## config.mk

```make
export PLATFORM = sky130hd
export DESIGN_NAME = srz_gate
export DESIGN_NICKNAME = d
export VERILOG_FILES = /design/src/rtl/srz_pkg.sv /design/src/rtl/srz_blank_timer.sv /design/src/rtl/srz_mode_decode.sv /design/src/rtl/srz_cut_latch.sv /design/src/rtl/srz_gate.sv
export SDC_FILE = /design/constraint.sdc
export NUM_CORES = 1
export LEC_CHECK = 0
export CAP_MARGIN = 10
export CORE_AREA = 2 2 39 41
export CTS_BUF_LIST = sky130_fd_sc_hd__clkbuf_4 sky130_fd_sc_hd__clkbuf_8 sky130_fd_sc_hd__clkbuf_16
export CTS_CLUSTER_DIAMETER = 40
export DETAILED_ROUTE_END_ITERATION = 10
export DIE_AREA = 0 0 41 43
export SETUP_SLACK_MARGIN = 0.05
export SKIP_LAST_GASP = 1
export SLEW_MARGIN = 20
export SYNTH_ARGS = -nofsm -noshare
export SYNTH_HDL_FRONTEND = slang
export SYNTH_SLANG_ARGS = --single-unit
```

## constraint.sdc

```tcl
create_clock -name clk -period 3.3 [get_ports clk]
set_input_delay 0.825 -clock clk [delete_from_list [all_inputs] [get_ports clk]]
set_output_delay 0.825 -clock clk [all_outputs]
set_load 0.02 [all_outputs]
```

## src/rtl/srz_pkg.sv

```systemverilog
package srz_pkg;

    typedef enum logic [1:0] {
        SRZ_SRC_ONLY = 2'b00,
        SRZ_PREBIAS  = 2'b01,
        SRZ_BIDIR    = 2'b10,
        SRZ_BIDIR_X  = 2'b11
    } srz_mode_e;

    // Whether an accepted zero-current event may cut the rectifier.
    function automatic logic srz_cut_allowed(input logic [1:0] mode, input logic ss_on);
        logic allowed;
        case (srz_mode_e'(mode))
            SRZ_SRC_ONLY: allowed = 1'b1;
            SRZ_PREBIAS:  allowed = ss_on;
            default:      allowed = 1'b0;
        endcase
        return allowed;
    endfunction

endpackage

```

## src/rtl/srz_blank_timer.sv

```systemverilog
module srz_blank_timer #(
    parameter int unsigned BLANK_CYCLES = 10
) (
    input  logic clk,
    input  logic rst_n,
    input  logic lo_req,
    output logic req_rise,
    output logic blank_win
);
    localparam int unsigned CW = (BLANK_CYCLES > 1) ? $clog2(BLANK_CYCLES) : 1;
    localparam logic [CW-1:0] LOAD = CW'(BLANK_CYCLES - 1);

    typedef struct packed {
        logic          req;
        logic [CW-1:0] left;
    } tmr_t;

    tmr_t s_d, s_q;

    assign req_rise  = lo_req & ~s_q.req;
    assign blank_win = req_rise | (s_q.left != '0);

    always_comb begin
        s_d     = s_q;
        s_d.req = lo_req;
        if (req_rise) begin
            s_d.left = LOAD;
        end else if (s_q.left != '0) begin
            s_d.left = s_q.left - CW'(1);
        end
    end

    always_ff @(posedge clk or negedge rst_n) begin
        if (!rst_n) begin
            s_q <= '0;
        end else begin
            s_q <= s_d;
        end
    end
endmodule

```

## src/rtl/srz_mode_decode.sv

```systemverilog
module srz_mode_decode
    import srz_pkg::*;
(
    input  logic [1:0] mode,
    input  logic       ss_active,
    output logic       cut_en
);
    always_comb begin
        cut_en = srz_cut_allowed(mode, ss_active);
    end
endmodule

```

## src/rtl/srz_cut_latch.sv

```systemverilog
module srz_cut_latch (
    input  logic clk,
    input  logic rst_n,
    input  logic cyc_start,
    input  logic set_req,
    output logic cut_next,
    output logic cut_hold
);
    typedef struct packed {
        logic cut;
    } lat_t;

    lat_t s_d, s_q;

    always_comb begin
        s_d = s_q;
        if (cyc_start) begin
            s_d.cut = 1'b0;
        end else if (set_req) begin
            s_d.cut = 1'b1;
        end
    end

    assign cut_next = s_d.cut;
    assign cut_hold = s_q.cut;

    always_ff @(posedge clk or negedge rst_n) begin
        if (!rst_n) begin
            s_q <= '0;
        end else begin
            s_q <= s_d;
        end
    end
endmodule

```

## src/rtl/srz_gate.sv

```systemverilog
module srz_gate #(
    parameter int unsigned CLK_PERIOD_PS = 8000,
    parameter int unsigned BLANK_PS      = 75000
) (
    input  logic       clk,
    input  logic       rst_n,
    input  logic       lo_req,
    input  logic       cyc_start,
    input  logic       zc_flag,
    input  logic       ss_active,
    input  logic [1:0] mode,
    input  logic       shdn,
    input  logic       fault,
    output logic       lo_gate
);
    localparam int unsigned BLANK_RAW    = (BLANK_PS + CLK_PERIOD_PS - 1) / CLK_PERIOD_PS;
    localparam int unsigned BLANK_CYCLES = (BLANK_RAW < 1) ? 1 : BLANK_RAW;

    typedef struct packed {
        logic gate;
    } out_t;

    out_t s_d, s_q;

    logic req_rise;
    logic blank_win;
    logic cut_en;
    logic zc_take;
    logic cut_next;
    logic cut_hold;

    srz_blank_timer #(
        .BLANK_CYCLES(BLANK_CYCLES)
    ) u_blank (
        .clk      (clk),
        .rst_n    (rst_n),
        .lo_req   (lo_req),
        .req_rise (req_rise),
        .blank_win(blank_win)
    );

    srz_mode_decode u_mode (
        .mode     (mode),
        .ss_active(ss_active),
        .cut_en   (cut_en)
    );

    assign zc_take = lo_req & ~blank_win & zc_flag & cut_en;

    srz_cut_latch u_latch (
        .clk      (clk),
        .rst_n    (rst_n),
        .cyc_start(cyc_start),
        .set_req  (zc_take),
        .cut_next (cut_next),
        .cut_hold (cut_hold)
    );

    always_comb begin
        s_d = s_q;
        if (shdn) begin
            s_d.gate = 1'b0;
        end else if (fault) begin
            s_d.gate = 1'b1;
        end else begin
            s_d.gate = lo_req & ~cut_next;
        end
    end

    always_ff @(posedge clk or negedge rst_n) begin
        if (!rst_n) begin
            s_q <= '0;
        end else begin
            s_q <= s_d;
        end
    end

    assign lo_gate = s_q.gate;
endmodule

```

# Yosys cells after proc, flatten, opt, wreduce, memory -nomap -nowiden
# Index checks and enable logic that the tools add are counted.
[totals]
reg_bits = 7
latchBits = 0
ramBits = 0
romBits = 0
in_bits = 10
out_inout_bits = 1
wordCells = 25
memories = 0
[classes]
add_sub_neg = 1
multipliers = 0
n_div = 0
n_lt_le_gt_ge = 0
n_eq_ne = 1
n_shift = 0
n_mux = 7
bitwise = 9
n_reduce_logical = 3
[op_table]
columns = ["operator", "n"]
rows = [
  ["two-way mux 4 bit", 2],
  ["bitwise AND 1 bit", 5],
  ["two-way mux 1 bit", 4],
  ["nonzero test 4 bit", 1],
  ["subtractor 4 x 1 -> 4 bit, second input constant", 1],
  ["inverter 1 bit", 3],
  ["equality test 2 x 1 -> 1 bit, second input constant", 1],
  ["zero test 2 bit", 1],
  ["case mux 1 bit (2 select lines)", 1],
  ["nonzero test 2 bit", 1],
  ["bitwise OR 1 bit", 1],
]

# Depth between registers and ports, before layout
# Gate-level depths: netlist of the first run.
[depth]
ltp_word = 13
ltp_mapped = 5
ltp_nobuf = 5

# Modules after synthesis
# From an unflattened synthesis of the first run, not the netlist that was laid out.
[unflattened]
hier_cells = 31
hier_area_um2 = 336.6
[modules_own_cells]
columns = ["mod", "instances", "cells_each", "area_each_um2", "seq_area_each_um2"]
rows = [
  ["srz_blank_timer", 1, 22, 235.2, 125.1],
  ["srz_gate", 1, 5, 53.8, 25.0],
  ["srz_cut_latch", 1, 2, 35.0, 25.0],
  ["srz_mode_decode", 1, 2, 12.5, 0.0],
]

# Worst setup path before layout of the first run
# No wires, ideal clock.
[synth_path]
path_kind = "input to register"
startpoint = "in lo_req"
endpoint = "reg s_q (netlist: lo_gate)"
setup_time_ps = 122
arrival_time_ps = 1677
required_time_ps = 3178
setup_slack_ps = 1501
stages = 4
cell_sequence = "nand2b_2 -> nand3_2 -> or4_4 -> o2bb2ai_1"
[synth_via]
elab_chain_cells = 12
[synth_rtl]
columns = ["element", "line", "rtl"]
rows = [
  ["from (decl)", "srz_gate.sv:7", "input logic lo_req,"],
  ["bitwise AND 1 bit", "srz_blank_timer.sv:20", "assign req_rise = lo_req & ~s_q.req;"],
  ["bitwise OR 1 bit", "srz_blank_timer.sv:21", "assign blank_win = req_rise | (s_q.left != '0);"],
  ["inverter 1 bit", "srz_gate.sv:48", "assign zc_take = lo_req & ~blank_win & zc_flag & cut_en;"],
  ["bitwise AND 1 bit (3 in series)", "srz_gate.sv:48", ""],
  ["two-way mux 1 bit", "srz_cut_latch.sv:19", "end else if (set_req) begin"],
  ["two-way mux 1 bit", "srz_cut_latch.sv:17", "if (cyc_start) begin"],
  ["inverter 1 bit", "srz_gate.sv:66", "s_d.gate = lo_req & ~cut_next;"],
  ["bitwise AND 1 bit *", "srz_gate.sv:66", ""],
  ["two-way mux 1 bit *", "srz_gate.sv:63", "end else if (fault) begin"],
  ["two-way mux 1 bit *", "srz_gate.sv:61", "if (shdn) begin"],
  ["via s_d", "srz_gate.sv:23", "out_t s_d, s_q;"],
  ["to (signal assigned)", "srz_gate.sv:72", "s_q <= '0;"],
  ["to (signal assigned)", "srz_gate.sv:74", "s_q <= s_d;"],
  ["to (decl)", "srz_gate.sv:23", ""],
]
# Mark *: on every way through the listed nets, which the timed path passes. The rest lies on a longest branch.
# A chain may end at the register's enable or synchronous reset.

# Final worst setup path of the first run
# Same ends and word-level chain as after synthesis.

==> results of run 1 <==
cell type report:
class	instances	area, um^2	share of cell area (%)
Sequential cell	7	175	35.1
Inverter	3	11.3	2.26
Tap cell	16	20.0	4.01
Multi-Input combinational cell	22	163	32.6
Timing Repair Buffer	10	100	20.1
Clock buffer	4	30.0	6.02
power by group through the flow:
| stage | Sequential (mW) | Combinational [mW] | Clock (mW) |
|---|---|---|---|
| 2_1_floorplan | 0.130 | 0.0796 | 0 |
| 3_3_place_gp | 0.132 | 0.106 | 0 |
| 3_5_place_dp | 0.133 | 0.107 | 0 |
| 4_1_cts | 0.132 | 0.107 | 0.0917 |
| 5_1_grt | 0.137 | 0.122 | 0.0939 |
| 6_report | 0.132 | 0.105 | 0.0872 |
flip-flops by register name, indices dropped and copies added (netlist names):
register	count
u_blank.s_q	5
lo_gate	1
u_latch.cut_hold	1
worst paths after layout:
kind	startpoint	endpoint	slack (ns)	depth (start not counted)
worst max-delay path	lo_req	lo_gate	1.13	5
worst min-delay path	u_latch.cut_hold	u_latch.cut_hold	0.52	2
worst max register to register	u_blank.s_q[0]	lo_gate	1.70	5
worst min register to register	u_latch.cut_hold	u_latch.cut_hold	0.52	2
max in group asynchronous	rst_n	u_blank.s_q[0]	2.21	1
min in group asynchronous	rst_n	u_blank.s_q[3]	0.84	1
cell families (layout without fill, tap and decap cells):
group           after synthesis  in the layout
buf+inv                       3             17
flops                         7              7
compound gates                6              6
xor+xnor                      1              1
fa+ha+maj                     2              2
simple gates                 13             13
metrics by stage:
step / util (%) / setup WS [ns] / hold slack [ns]
finish: 36.1 / 1.13 / 0.520
global route: 36.1 / 1.06 / 0.556
CTS: 36.1 / 1.13 / 0.523
detailed placement: 33.9 / 0.857 / 0.514
global placement: 33.9 / 0.866 / 0.509
floorplan: - / 1.50 / 0.491
worst max-delay path: cells and delay by family:
| kind | cells | cell delay, ns |
|---|---|---|
| compound gates | 1 | 0.15 |
| simple gates | 3 | 0.84 |
| buf+inv | 1 | 0.49 |
routing by layer:
metal  track usage (%)  vias up  routed length [um]
li1                  -      137                   -
met1              11.8      118                 277
met2              14.1       10                 258
met3              7.85        2                  60
met4              6.00        0                   8
met5                 0        -                   0
synthesized netlist by cell type:
cell and number:
dfrtp_1 7, inv_1 3, a21oi_1 2, ha_1 2
nand2_1 2, a21oi_2 1, and3_2 1, nand2b_2 1
nand3_1 1, nand3_2 1, nand3b_1 1, nor2_2 1
nor2b_1 1, nor3_1 1, nor3b_1 1, o21a_1 1
o21ai_0 1, o2bb2ai_1 1, or3_1 1, or4_4 1
xor2_1 1
==> results_dict.tcl, run 1 <==
set metrics [dict create \
    status "finished clean" \
    ys_seq_area_share_pct 50.2 \
    power_uw 324 \
    die_area_um2 1760 \
    synth.cell_area_um2 349 \
    syn-num-nets 44 \
    io_buffer_count 10 \
    die_h_um 43 \
    finalCritPeriodShare_pct 65.8 \
    crit_type "in2reg" \
    diodes 0 \
    switchingPower_uw 99.1 \
    seqPwrFrac_pct 40.7 \
    fillers 147 \
    synth.distinct_cells 21 \
    cp.arrival_ns 2.31 \
    crit_chain "clkdlybuf4s50_1 -> nand2b_2 -> nand3_2 -> or4_4 -> o2bb2ai_1" \
    grt_pass1_vias 280 \
    final_cell_mix "10 x clkdlybuf4s50_1, 7 x dfrtp_1, 4 x clkbuf_4" \
    initial_core_util_pct 25.2 \
    die_w_um 41 \
    hold_viol 0 \
    max_cap_viol_count 0 \
    cts-htree-levels 1 \
    gp_congestion 0.740 \
    slowest_stage "or4_4" \
    grt_max_degree 8 \
    ir_drop_uv 283 \
    ios 11 \
    hold_buffers 0 \
    synth_top_cell_area_share_pct 50.2 \
    cts_tree "built" \
    synthSimpleGateAreaFrac_pct 25.4 \
    stdcell_count 62 \
    synth_compound_area_share_pct 11.5 \
    slew_viol_final 0 \
    route.vias.total 267 \
    synth_xor_area_share_pct 2.51 \
    drt_iter0_markers 0 \
    core.rowCount 14 \
    post_dp_cell_area_um2 469 \
    grt_usage_pct 10.6 \
    grt_setup_unrepaired "no" \
    wl_um 605 \
    cts.sinks 7 \
    drc 0 \
    worstSetupStartpointType "input port" \
    fin_tns_setup_ns 0 \
    synth_fa_ha_area_share_pct 7.17 \
    netlist_instances 32 \
    p_leak_nw 0.212 \
    crit_fanout 6 \
    final_common_cell "clkdlybuf4s50_1" \
    grt_pass1_wl_um 1170 \
    max_stage_delay_ns 0.55 \
    tightest_slew_ns 0.345 \
    drive_gt1_share_pct 21.7 \
    hpwl_um 457 \
    clk_pin_slew_ns 0.05 \
    muxShareOfSynthArea_pct 0 \
    relSlewSlack_pct 76.9 \
    post-route-cell-area_um2 499 \
    vias_per_cell 4.31 \
    p_int_uw 225 \
    wl_per_cell_um 9.76 \
    post-route-min-period_ns 2.17 \
    final_nets 59 \
    endpoint_kind "register" \
    syn_avg_cell_area_um2 10.9 \
    cts_repair_resize_count 0 \
    pwr-share-comb_pct 32.4 \
    p_clk_share_pct 26.9 \
    post_cts_buffers 0 \
    clock-root-buffer "clkbuf_4" \
    hp-class "reg2reg" \
    clock.fmax_mhz 461 \
    cts_max_path_buffers 2 \
    synth_top_family_by_area "simple AND/OR/NAND/NOR gates" \
    dp.cells 58 \
    overflow 0 \
    fin_skew_ns 0.00203 \
    cts_inserted_buffers 3 \
    antenna_left 0 \
    syn2layout_area_growth_pct 43.0 \
    dr.pass1.iters 1 \
    power_density_nw_per_um2 649 \
    yosysWarningCount 0 \
    netlist_top_cells_area "dfrtp_1 50%, ha_1 7.2%, inv_1 3.2%, or4_4 3.2%, a21oi_1 2.9%" \
    synth-seq-cells 7 \
    required_ns 3.43 \
    antenna_found_initial 0 \
    switching_share_pct 30.6 \
    yosys.area.top_type "dfrtp_1" \
    clock_latency_ns 0.25 \
    setup_viol 0 \
    core_area_um2 1380 \
]
Power figures use the tool's default switching activity.
==> run 2, diff against run 1 <==
==> constraint.sdc (replaced) <==
create_clock -name clk -period 2.2 [get_ports clk]
set_input_delay 0.55 -clock clk [delete_from_list [all_inputs] [get_ports clk]]
set_output_delay 0.55 -clock clk [all_outputs]
set_load 0.02 [all_outputs]
==> run 2 against run 1 <==
  * Clock power is 54% higher
  * Highest routed layer unchanged
  * Critical endpoint unchanged
  * Setup slack worse by 0.66 ns
  * Core utilization is 1.1 points higher
  * Die area stayed put
  * Critical path type unchanged
==> results_dict.tcl, run 2 (synthesized netlist as in run 1, its figures left out) <==
set metrics [dict create \
    syn2layout_area_growth_pct 47.3 \
    grt_setup_unrepaired "no" \
    final_util_pct 37.2 \
    die_h_um 43 \
    max_stage_delay_ns 0.53 \
    drt_iter0_markers 0 \
    finalCritPeriodShare_pct 78.7 \
    antenna_left 0 \
    crit_fanout 5 \
    final_common_cell "clkdlybuf4s50_1" \
    grt_max_degree 8 \
    fin_tns_setup_ns 0 \
    dr.pass1.iters 1 \
    endpoint_kind "register" \
    max_flop_register "u_blank.s_q" \
    max_cap_viol_count 0 \
    p_leak_nw 0.222 \
    wl_um 613 \
    clock_latency_ns 0.26 \
    clk_pin_slew_ns 0.05 \
    overflow 0 \
    ios 11 \
    final_cell_mix "10 x clkdlybuf4s50_1, 7 x dfrtp_1, 4 x clkbuf_4" \
    largest_reg_flops 5 \
    final_nets 61 \
    initial_core_util_pct 25.2 \
    die_area_um2 1760 \
    cts-htree-levels 1 \
    worstSetupStartpointType "input port" \
    route.vias.total 279 \
    slowest_stage "or4_4" \
    gp_congestion 0.726 \
    power_density_nw_per_um2 973 \
    diodes 0 \
    hold_viol 0 \
    clock-root-buffer "clkbuf_4" \
    hp-class "reg2reg" \
    ir_drop_uv 320 \
    clock.fmax_mhz 577 \
    cts_tree "built" \
    fin_skew_ns 0.000822 \
    hold_buffers 0 \
    setup_viol 0 \
    drc 0 \
    tightest_slew_ns 0.337 \
    vias_per_cell 4.36 \
    post_cts_buffers 0 \
    post-route-min-period_ns 1.73 \
    core_area_um2 1380 \
    grt_pass1_wl_um 1180 \
    grt_usage_pct 11.0 \
    cts_repair_resize_count 0 \
    grt_pass1_vias 277 \
    post-route-cell-area_um2 514 \
    relSlewSlack_pct 77.5 \
    io_buffer_count 10 \
    post_dp_cell_area_um2 484 \
    crit_type "in2reg" \
    cts_inserted_buffers 3 \
    cts_max_path_buffers 2 \
    core.rowCount 14 \
    wl_per_cell_um 9.58 \
    drive_gt1_share_pct 25.0 \
    hpwl_um 483 \
    crit_chain "clkdlybuf4s50_1 -> nand2b_2 -> nand3_2 -> or4_4 -> o2bb2ai_1" \
    cp.arrival_ns 1.87 \
    antenna_found_initial 0 \
    die_w_um 41 \
    cts.sinks 7 \
    required_ns 2.34 \
    status "finished clean" \
    slew_viol_final 0 \
]
-- run 2: cell types whose count changed in the layout (fill, tap and decap cells not counted), sizes merged --
cell and change:
buf +2
-- run 2: worst paths after layout --
check	startpoint	end	slack (ns)	depth (start not counted)
max	lo_req	lo_gate	0.47	5
min	u_latch.cut_hold	u_latch.cut_hold	0.52	2
max reg2reg	u_blank.s_q[0]	lo_gate	0.65	5
min reg2reg	u_latch.cut_hold	u_latch.cut_hold	0.52	2
max in group asynchronous	rst_n	u_blank.s_q[4]	1.40	1
min in group asynchronous	rst_n	u_blank.s_q[2]	0.56	1
-- run 2: area by class of cell --
cell class | instances | area [um^2]
clock buffer | 4 | 30.0
fill | 142 | 870
inverter | 3 | 11.3
multi-input combinational | 22 | 163
sequential | 7 | 175
tap | 16 | 20.0
timing repair buffer | 12 | 115
-- run 2: metal layers --
layer	track usage, %	routed length, um	vias to the layer above
li1	-	-	143
met1	13.2	275	121
met2	13.1	262	10
met3	4.71	41	5
met4	12.0	34	0
met5	0	0	-
-- run 2: critical path, delay by kind of cell --
family                 cells  cell delay (ns)
AO/OA/AOI/OAI              1             0.14
AND/OR/NAND/NOR            3             0.75
buffers and inverters      1             0.43
-- run 2: power by group --
| part | internal, mW | switching (mW) |
|---|---|---|
| Combinational | 0.0933 | 0.0773 |
| Sequential | 0.168 | 0.0278 |
| Clock | 0.0819 | 0.0525 |
-- run 2: through the flow --
step | worst slack, ns | hold slack [ns] | std cells | power [mW]
2_1_floorplan | 0.676 | 0.254 | 32 | 0.314
4_1_cts | 0.464 | 0.521 | 64 | 0.507
5_1_grt | 0.404 | 0.555 | 64 | 0.546
3_5_place_dp | 0.192 | 0.512 | 60 | 0.370
6_report | 0.468 | 0.521 | 64 | 0.500
3_3_place_gp | 0.215 | 0.513 | 60 | 0.370
